**config.mk**
```make
export PLATFORM = sky130hd
export DESIGN_NAME = seg_splitter
export DESIGN_NICKNAME = d
export VERILOG_FILES = /design/src/rtl/seg_splitter.sv
export SDC_FILE = /design/constraint.sdc
export NUM_CORES = 1
export LEC_CHECK = 0
export BUFFER_PORTS_ARGS = -buffer_cell sky130_fd_sc_hd__buf_2
export CAP_MARGIN = 40
export CELL_PAD_IN_SITES_DETAIL_PLACEMENT = 1
export CELL_PAD_IN_SITES_GLOBAL_PLACEMENT = 1
export CORE_MARGIN = 2
export CORE_UTILIZATION = 48
export DETAILED_ROUTE_END_ITERATION = 16
export PLACE_DENSITY = 0.91
export SLEW_MARGIN = 0
export SYNTH_ARGS = -nofsm -noshare
export SYNTH_HDL_FRONTEND = slang
export SYNTH_SLANG_ARGS = --single-unit
```
**constraint.sdc**
```tcl
create_clock -name clk -period 10.4 [get_ports clk]
set_input_delay 2.08 -clock clk [delete_from_list [all_inputs] [get_ports clk]]
set_output_delay 2.08 -clock clk [all_outputs]
set_load 0.05 [all_outputs]
```
**src/rtl/seg_splitter.sv**
```systemverilog
`timescale 1ns/1ps
module seg_splitter #(
  parameter int ADDR_W     = 32,
  parameter int LEN_W      = 16,
  parameter int SUM_W      = 24,
  parameter int MAX_LEN    = 8191,
  parameter int ALIGN_MASK = 3
) (
  input  logic              clk,
  input  logic              rst_n,
  input  logic              in_valid,
  output logic              in_ready,
  input  logic [ADDR_W-1:0] in_addr,
  input  logic [LEN_W-1:0]  in_len,
  input  logic              in_last,
  input  logic              cyc_mode,
  input  logic [LEN_W-1:0]  cyc_period,
  output logic              out_valid,
  input  logic              out_ready,
  output logic [ADDR_W-1:0] out_addr,
  output logic [LEN_W-1:0]  out_len,
  output logic              out_last,
  output logic              err,
  output logic [SUM_W-1:0]  total_size,
  output logic [LEN_W-1:0]  period_descs
);
  localparam int DW  = LEN_W + 1;
  localparam int DCW = $clog2(DW + 1);
  localparam logic [LEN_W-1:0]  MAXL = LEN_W'(MAX_LEN);
  localparam logic [LEN_W-1:0]  AMSK = LEN_W'(ALIGN_MASK);
  localparam logic [ADDR_W-1:0] AMSK_A = ADDR_W'(ALIGN_MASK);
  localparam logic [DW-1:0]     LIM  = DW'(MAX_LEN & ~ALIGN_MASK);

  typedef enum logic [2:0] {S_IDLE, S_DRAIN, S_SPLIT, S_DIV1, S_DIV2, S_EMIT} st_t;
  st_t st;

  logic [ADDR_W-1:0] cur_addr;
  logic [LEN_W-1:0]  rem, chunk, per, size_left, pcnt;
  logic              seg_last, cyc, first_per, list_start;
  logic [DW-1:0]     dq, drem, dvs;
  logic [DCW-1:0]    dcnt;

  logic [DW:0]       r2, r2s;
  logic              ge;
  logic [DW-1:0]     rnx, qnx;

  always_comb begin
    r2  = {drem, dq[DW-1]};
    r2s = r2 - {1'b0, dvs};
    ge  = !r2s[DW];
    rnx = ge ? r2s[DW-1:0] : r2[DW-1:0];
    qnx = {dq[DW-2:0], ge};
  end

  wire take     = in_valid && in_ready;
  wire bad      = ((in_addr & AMSK_A) != '0) || (in_len == '0) ||
                  (cyc_mode && ((cyc_period == '0) || (in_len < cyc_period)));
  wire dfin     = (dcnt == DCW'(DW - 1));
  wire seg_end  = (rem == chunk);
  wire [LEN_W-1:0] left_nx = size_left - per;
  wire more_per = cyc && (left_nx >= per);

  assign in_ready  = (st == S_IDLE) || (st == S_DRAIN);
  assign out_valid = (st == S_EMIT);
  assign out_addr  = cur_addr;
  assign out_len   = chunk;
  assign out_last  = seg_end && seg_last && !more_per;

  always_ff @(posedge clk) begin
    if (!rst_n) begin
      st <= S_IDLE;
      err <= 1'b0;
      total_size <= '0;
      period_descs <= '0;
      list_start <= 1'b1;
      cur_addr <= '0;
      rem <= '0;
      chunk <= '0;
      per <= '0;
      size_left <= '0;
      pcnt <= '0;
      seg_last <= 1'b0;
      cyc <= 1'b0;
      first_per <= 1'b0;
      dq <= '0;
      drem <= '0;
      dvs <= '0;
      dcnt <= '0;
    end else begin
      err <= 1'b0;
      case (st)
        S_IDLE: if (take) begin
          list_start <= in_last;
          if (bad) begin
            err <= 1'b1;
            total_size <= '0;
            st <= in_last ? S_IDLE : S_DRAIN;
          end else begin
            total_size <= (list_start ? '0 : total_size) + SUM_W'(in_len);
            cur_addr <= in_addr;
            rem <= cyc_mode ? cyc_period : in_len;
            size_left <= in_len;
            per <= cyc_period;
            cyc <= cyc_mode;
            seg_last <= in_last;
            pcnt <= '0;
            first_per <= 1'b1;
            if (cyc_mode) period_descs <= '0;
            st <= S_SPLIT;
          end
        end
        S_DRAIN: if (take) begin
          list_start <= in_last;
          if (in_last) st <= S_IDLE;
        end
        S_SPLIT: begin
          if (rem <= MAXL) begin
            chunk <= rem;
            st <= S_EMIT;
          end else begin
            dq <= DW'(rem) + LIM - DW'(1);
            drem <= '0;
            dvs <= LIM;
            dcnt <= '0;
            st <= S_DIV1;
          end
        end
        S_DIV1, S_DIV2: begin
          dq <= qnx;
          drem <= rnx;
          dcnt <= dcnt + DCW'(1);
          if (dfin) begin
            if (st == S_DIV1) begin
              dq <= DW'(rem);
              drem <= '0;
              dvs <= qnx;
              dcnt <= '0;
              st <= S_DIV2;
            end else begin
              chunk <= qnx[LEN_W-1:0] & ~AMSK;
              st <= S_EMIT;
            end
          end
        end
        S_EMIT: if (out_ready) begin
          cur_addr <= cur_addr + ADDR_W'(chunk);
          rem <= rem - chunk;
          pcnt <= pcnt + LEN_W'(1);
          if (seg_end) begin
            if (cyc) begin
              size_left <= left_nx;
              if (first_per) begin
                period_descs <= pcnt + LEN_W'(1);
                first_per <= 1'b0;
              end
            end
            if (more_per) begin
              rem <= per;
              st <= S_SPLIT;
            end else begin
              st <= S_IDLE;
            end
          end else begin
            st <= S_SPLIT;
          end
        end
        default: st <= S_IDLE;
      endcase
    end
  end
endmodule


```
### Word level (Yosys, flattened, before mapping)

Cells that the tools add are included.
W data, S select, Z words.

| cells by class | value |
|---|---|
| $lt $le $gt $ge | 3 |
| eq/ne operators | 21 |
| bitwise gates (word level) | 1 |
| reduce and logical (&&, ||, !) cells | 30 |
| $add $sub $neg | 9 |
| mux-type cells | 71 |

Operators by type and width:

| cell | number |
|---|---|
| $mux W16 | 24 |
| $mux W17 | 10 |
| $pmux W16 S2 | 5 |
| $pmux W17 S2 | 3 |
| $mux W32 | 3 |
| $pmux W32 S2 | 1 |
| $mux W24 | 2 |
| $add A32 B16 Y32 | 1 |
| $logic_not A16 Y1 | 2 |
| $reduce_bool A32 Y1 | 1 |
| $sub A16 B16 Y16 | 2 |
| $add A24 B16 Y24 | 1 |
| $mux W3 | 7 |
| $ne A2 B2 Y1 const B | 10 |
| $sub A18 B17 Y18 | 1 |
| $add A16 B13 Y17 const B | 1 |
| $sub A17 B1 Y17 const B | 1 |
| $add A16 B1 Y16 const B | 1 |
| $eq A16 B16 Y1 | 1 |
| $ge A16 B16 Y1 | 1 |
| $le A16 B13 Y1 const B | 1 |
| $lt A16 B16 Y1 | 1 |
| $mux W5 | 3 |
| $pmux W3 S5 | 1 |
| 23 further kinds | 51 |

| storage, ports and cells | value |
|---|---|
| output and inout bits | 92 |
| word-level logic and storage cells | 153 |
| flip-flop bits (word level) | 216 |

### Logic depth before layout (Yosys ltp)

| logic depth | value |
|---|---|
| depth after elaboration | 7 |
| depth in mapped cells | 21 |
| gate-level depth less buffers | 20 |

### Least setup slack after synthesis

Ideal clock, no wire load.

| timing path | value |
|---|---|
| path kind | register to output |
| start | register per[0] |
| end | output port out_last |
| arrival time | 3.897 ns |
| cell stages (with the launch flop) | 16 |
| required time | 8.320 ns |
| slack | 4.423 ns |
| buffers on the path | 0 |
| cell sequence | dfxtp_1 ha_1 inv_1 fa_1 a21o_1 a21oi_1 o21bai_1 a21oi_1 xnor2_1 ha_1 a2111oi_0 o211ai_1 a221o_1 a21oi_1 o2111ai_1 nor2_1 |

| on the way | value |
|---|---|
| word-level cells in the longest chain between the ends | 5 |

RTL lines:

| element | RTL line | text |
|---|---|---|
| from (decl) | 38 | `logic [LEN_W-1:0] rem, chunk, per, size_left, pcnt;` |
| from (signal assigned) | 103 | `per <= cyc_period;` |
| $sub A16 B16 Y16 | 60 | `wire [LEN_W-1:0] left_nx = size_left - per;` |
| $ge A16 B16 Y1 (*) | 61 | `wire more_per = cyc && (left_nx >= per);` |
| $logic_and A1 B1 Y1 (*) | 61 |  |
| $logic_not A1 Y1 (*) | 67 | `assign out_last = seg_end && seg_last && !more_per;` |
| $logic_and A1 B1 Y1 (*) | 67 |  |
| to (decl) | 22 | `output logic out_last,` |

Every way passes the cells marked *; elsewhere a longest branch is shown, timed or not.

### Worst setup path after layout

Same ends and word-level chain as after synthesis.

==> key figures <==
STA
  – Period minus WS final: 7.016 ns
  – Slew HR: 37.48%
  – Setup TNS Final: 0 ns
  – Final Hold Viols: 0
  – Worst-margin pin slew: 0.9356 ns
  – Max Fclk: 142.5 MHz
  – Unrepaired setup endpoints after global routing: false
  – Count of pins over their slew limit: 0
  – Clock Skew: 0.01103 ns
  – Worst hold slack: 0.4586 ns
  – # setup viols final: 0
  – Fin crit share: 67.47%

Route
  – DR vias/cell: 6.365
  – Iter 0 DRT Violations: 1,137
  – Post-route DRC: 0
  – Routed len/inst: 21.49 µm
  – Vias: 15,630
  – WL final: 52,780 µm
  – Drt first pass iters: 7
  – Post-route ant nets: 0

Layout
  – Final Non-Filler Cells: 2,456
  – Area grow syn2layout: 13.56%
  – Fill cells: 3,855
  – Fin nets: 2,230
  – Final core utilization: 54.91%
  – Layout cell share with drive strength beyond 1: 12.14%
  – Ant diodes: 0
  – Post-Layout Inst Area: 16,670 µm²

Clock network
  – CTS clk-pin slew, worst paths: 0.06 ns
  – Post-CTS setup buffers: 0
  – Post-CTS Hold Buffers: 0
  – Clock Sinks: 216
  – CTS Root Cell: clkbuf_16
  – Clock Path Buffers: 3
  – Post-CTS resize count: 0
  – CTS tree: built
  – Worst-Skew Late Latency: 0.54 ns
  – CTS H-tree depth: 1
  – Total CTS buffers: 26

Place
  – Placed instance area: 15,820 µm²
  – Dpl cells: 2,409
  – Final HPWL DP: 37,530 µm
  – Final Wtd Congestion: 0.9083
  – IO buf count: 161

Power
  – Worst vdd ir: 0.1374 mV
  – Leakage: 0.006821 µW
  – Reg power frac: 32.0%
  – Pwr/cell area: 174.1 nW/µm²
  – Net Switching: 1065 µW
  – Pint: 1836 µW
  – Sw Share: 36.71%
  – Comb pwr share: 36.6%
  – Share of power burned in the clock network: 31.4%

GRT
  – Largest net degree at the start of global routing: 84
  – Grt ovf: 0
  – Number of antenna violations at the first check in global routing: 0
  – Overall Global Routing Usage: 32.39%
  – First-pass GRT wire length: 83,690 µm
  – Vias in the first global route: 15,810

Synth
  – Async S/R FF share, synth: 0%
  – Adder-cell share of the synthesized area: 10.40%
  – Post-Synth XOR/XNOR Area: 4.715%
  – Syn Nets: 2,129
  – Mapped Area: 14,680 µm²
  – Sequential fraction of the synthesis area: 29.47%
  – Synth Flop Type: dfxtp_1
  – Yosys warns: 0
  – Post-synthesis mux area share: 3.001%
  – Post-synth EDFFs: 0
  – Simple-Gate Fraction of Synth Area: 21.78%
  – Yosys cell types: 77
  – Cell count after synthesis: 1,940
  – Largest family of logic cells by synthesized area: compound AO/OA/AOI/OAI gates
  – Mean Syn Cell Area: 7.565 µm²
  – Compound-cell area share of the yosys netlist: 25.04%
  – Yosys reg bits: 216

Floorplanning
  – Chip width: 178.9 µm
  – Die Span Y: 178.9 µm
  – Starting Density: 48.36%
  – # IOs: 162
  – Die ar.: 31,990 µm²
  – Rows: 64
  – Placeable Area: 30,350 µm²

Critical path
  – CP Capture Type: output pin
  – Startpoint type of the worst setup path: flip-flop
  – Crit path required time: 8.32 ns
  – CP arrival: 4.94 ns
  – Crit path max fanout: 5
  – WS Path Type: reg2out

Hold path
  – Min-Delay Path Class: reg2reg

Status
  – Status: complete, no violations

Job
  – Max_cap viols: 0
## worst max-delay path, stage by stage (launching register included)
cell       delay (ns)
dfxtp_1          0.44
ha_1             0.23
inv_1            0.07
fa_1             0.41
a21o_1           0.18
a21oi_1          0.29
o21bai_1         0.13
a21oi_1          0.20
xnor2_1          0.17
ha_1             0.28
a2111oi_0        0.37
o211ai_1         0.16
a221o_1          0.38
a21oi_1          0.39
o2111ai_1        0.24
nor2_1           0.18
buf_2            0.28
## through the flow
step | setup slack (ns) | power [µW]
2_1_floorplan | 4.423 | 1719
3_3_place_gp | 4.197 | 1928
3_5_place_dp | 4.021 | 1984
4_1_cts | 3.405 | 2900
5_1_grt | 3.151 | 3046
6_report | 3.384 | 2902
## registers in the layout, indices dropped and copies added (netlist names), 17 cells and up
name / count
dq: 17
total_size: 24
dvs: 17
drem: 17
out_addr: 32
## metal layers
layer / wire length [µm] / GRT usage (%)
met1: 21840 / 40.71
met2: 25440 / 55.82
met3: 3324 / 4.050
met4: 2178 / 13.48
met5: 0 / 0
## cells in the final DEF (no fill, tap or decap), types with 27 or more instances in the layout
cell type,synthesis,layout
a21oi_1,193,190
ha_1,114,114
buf_2,14,161
dfxtp_1,216,216
a311oi_1,28,28
o21ai_0,70,70
nor3_1,50,49
nor2b_1,43,43
o21ai_1,43,42
a21o_1,32,32
nor2_1,171,171
inv_1,97,96
mux2i_1,44,44
nand2_1,251,249
xnor2_1,52,52
nand3_1,61,61
a211oi_1,56,55
clkbuf_16,0,27
## power groups by stage
stage               clock network (µW)  logic [µW]  registers (µW)
global placement                     0         988             941
CTS                                918        1050             927
detailed placement                   0        1040             944
global route                       948        1160             933
floorplan                            0         758             961
finish                             912        1060             929
## path summary, 6_finish.rpt
| path | slack, ns | to | cells after the start | startpoint |
|---|---|---|---|---|
| worst max-delay path | 3.38 | out_last | 16 | per[0]$_SDFFE_PN0P_ |
| worst min-delay path | 0.46 | dvs[16]$_SDFFE_PN0P_ | 2 | dvs[16]$_SDFFE_PN0P_ |
| worst max register to register | 5.57 | rem[2]$_SDFFE_PN0P_ | 18 | per[0]$_SDFFE_PN0P_ |
| worst min register to register | 0.46 | dvs[16]$_SDFFE_PN0P_ | 2 | dvs[16]$_SDFFE_PN0P_ |
## cell families after synthesis
kind of cell / after synthesis
buf+inv: 212
mux: 44
xor+xnor: 79
flops: 216
fa+ha+maj: 119
compound gates: 575
simple gates: 695
## final cells by class
class,count,area [µm²],area share [%]
clock buffers,43,825.8,4.955
clock inverters,4,20.02,0.1201
inverters,98,370.4,2.222
multi-input cells,1512,9585,57.51
flip-flops and latches,216,4324,25.95
well taps,396,495.5,2.973
repair buffers,187,1045,6.269
## synthesized netlist by cell type, types with 4 or more instances
cell      count  area (µm²)
a21oi_1     193       965.9
a31oi_1      25       156.4
nor2b_1      43       269.0
buf_2        14       70.07
fa_1          5       100.1
mux2i_1      44       440.4
o21ai_1      43       215.2
a21o_1       32       240.2
o21a_1        5       37.54
a221oi_1      9       78.83
o211a_1       5       50.05
o211ai_1     22       165.2
o31ai_1       4       30.03
nor2_1      171       641.9
o22ai_1       5       31.28
or3_1        11       68.82
nor3_1       50       250.2
or2_2         4       25.02
clkbuf_1     92       345.3
a31o_1        5       43.79
nand3_1      61       305.3
ha_1        114        1426
o21bai_1     12       90.09
a211o_1       5       43.79
and2_1        5       31.28
o21ai_0      70       350.3
or4_1         4       30.03
xnor2_1      52       455.4
nand2_1     251       942.2
inv_1        97       364.1
dfxtp_1     216        4324
nand3b_1      4       30.03
and3_1       18       112.6
o32ai_1       7       61.31
nand4_1      20       125.1
buf_1         7       26.28
nand2b_1     22       137.6
a22o_1        4       35.03
a22oi_1       7       52.55
a211oi_1     56       420.4
a311oi_1     28       245.2
nor4_1       12       75.07
xor2_1       27       236.5
nor3b_1       6       45.04
Note: power is estimated with default switching activity, not from simulation.
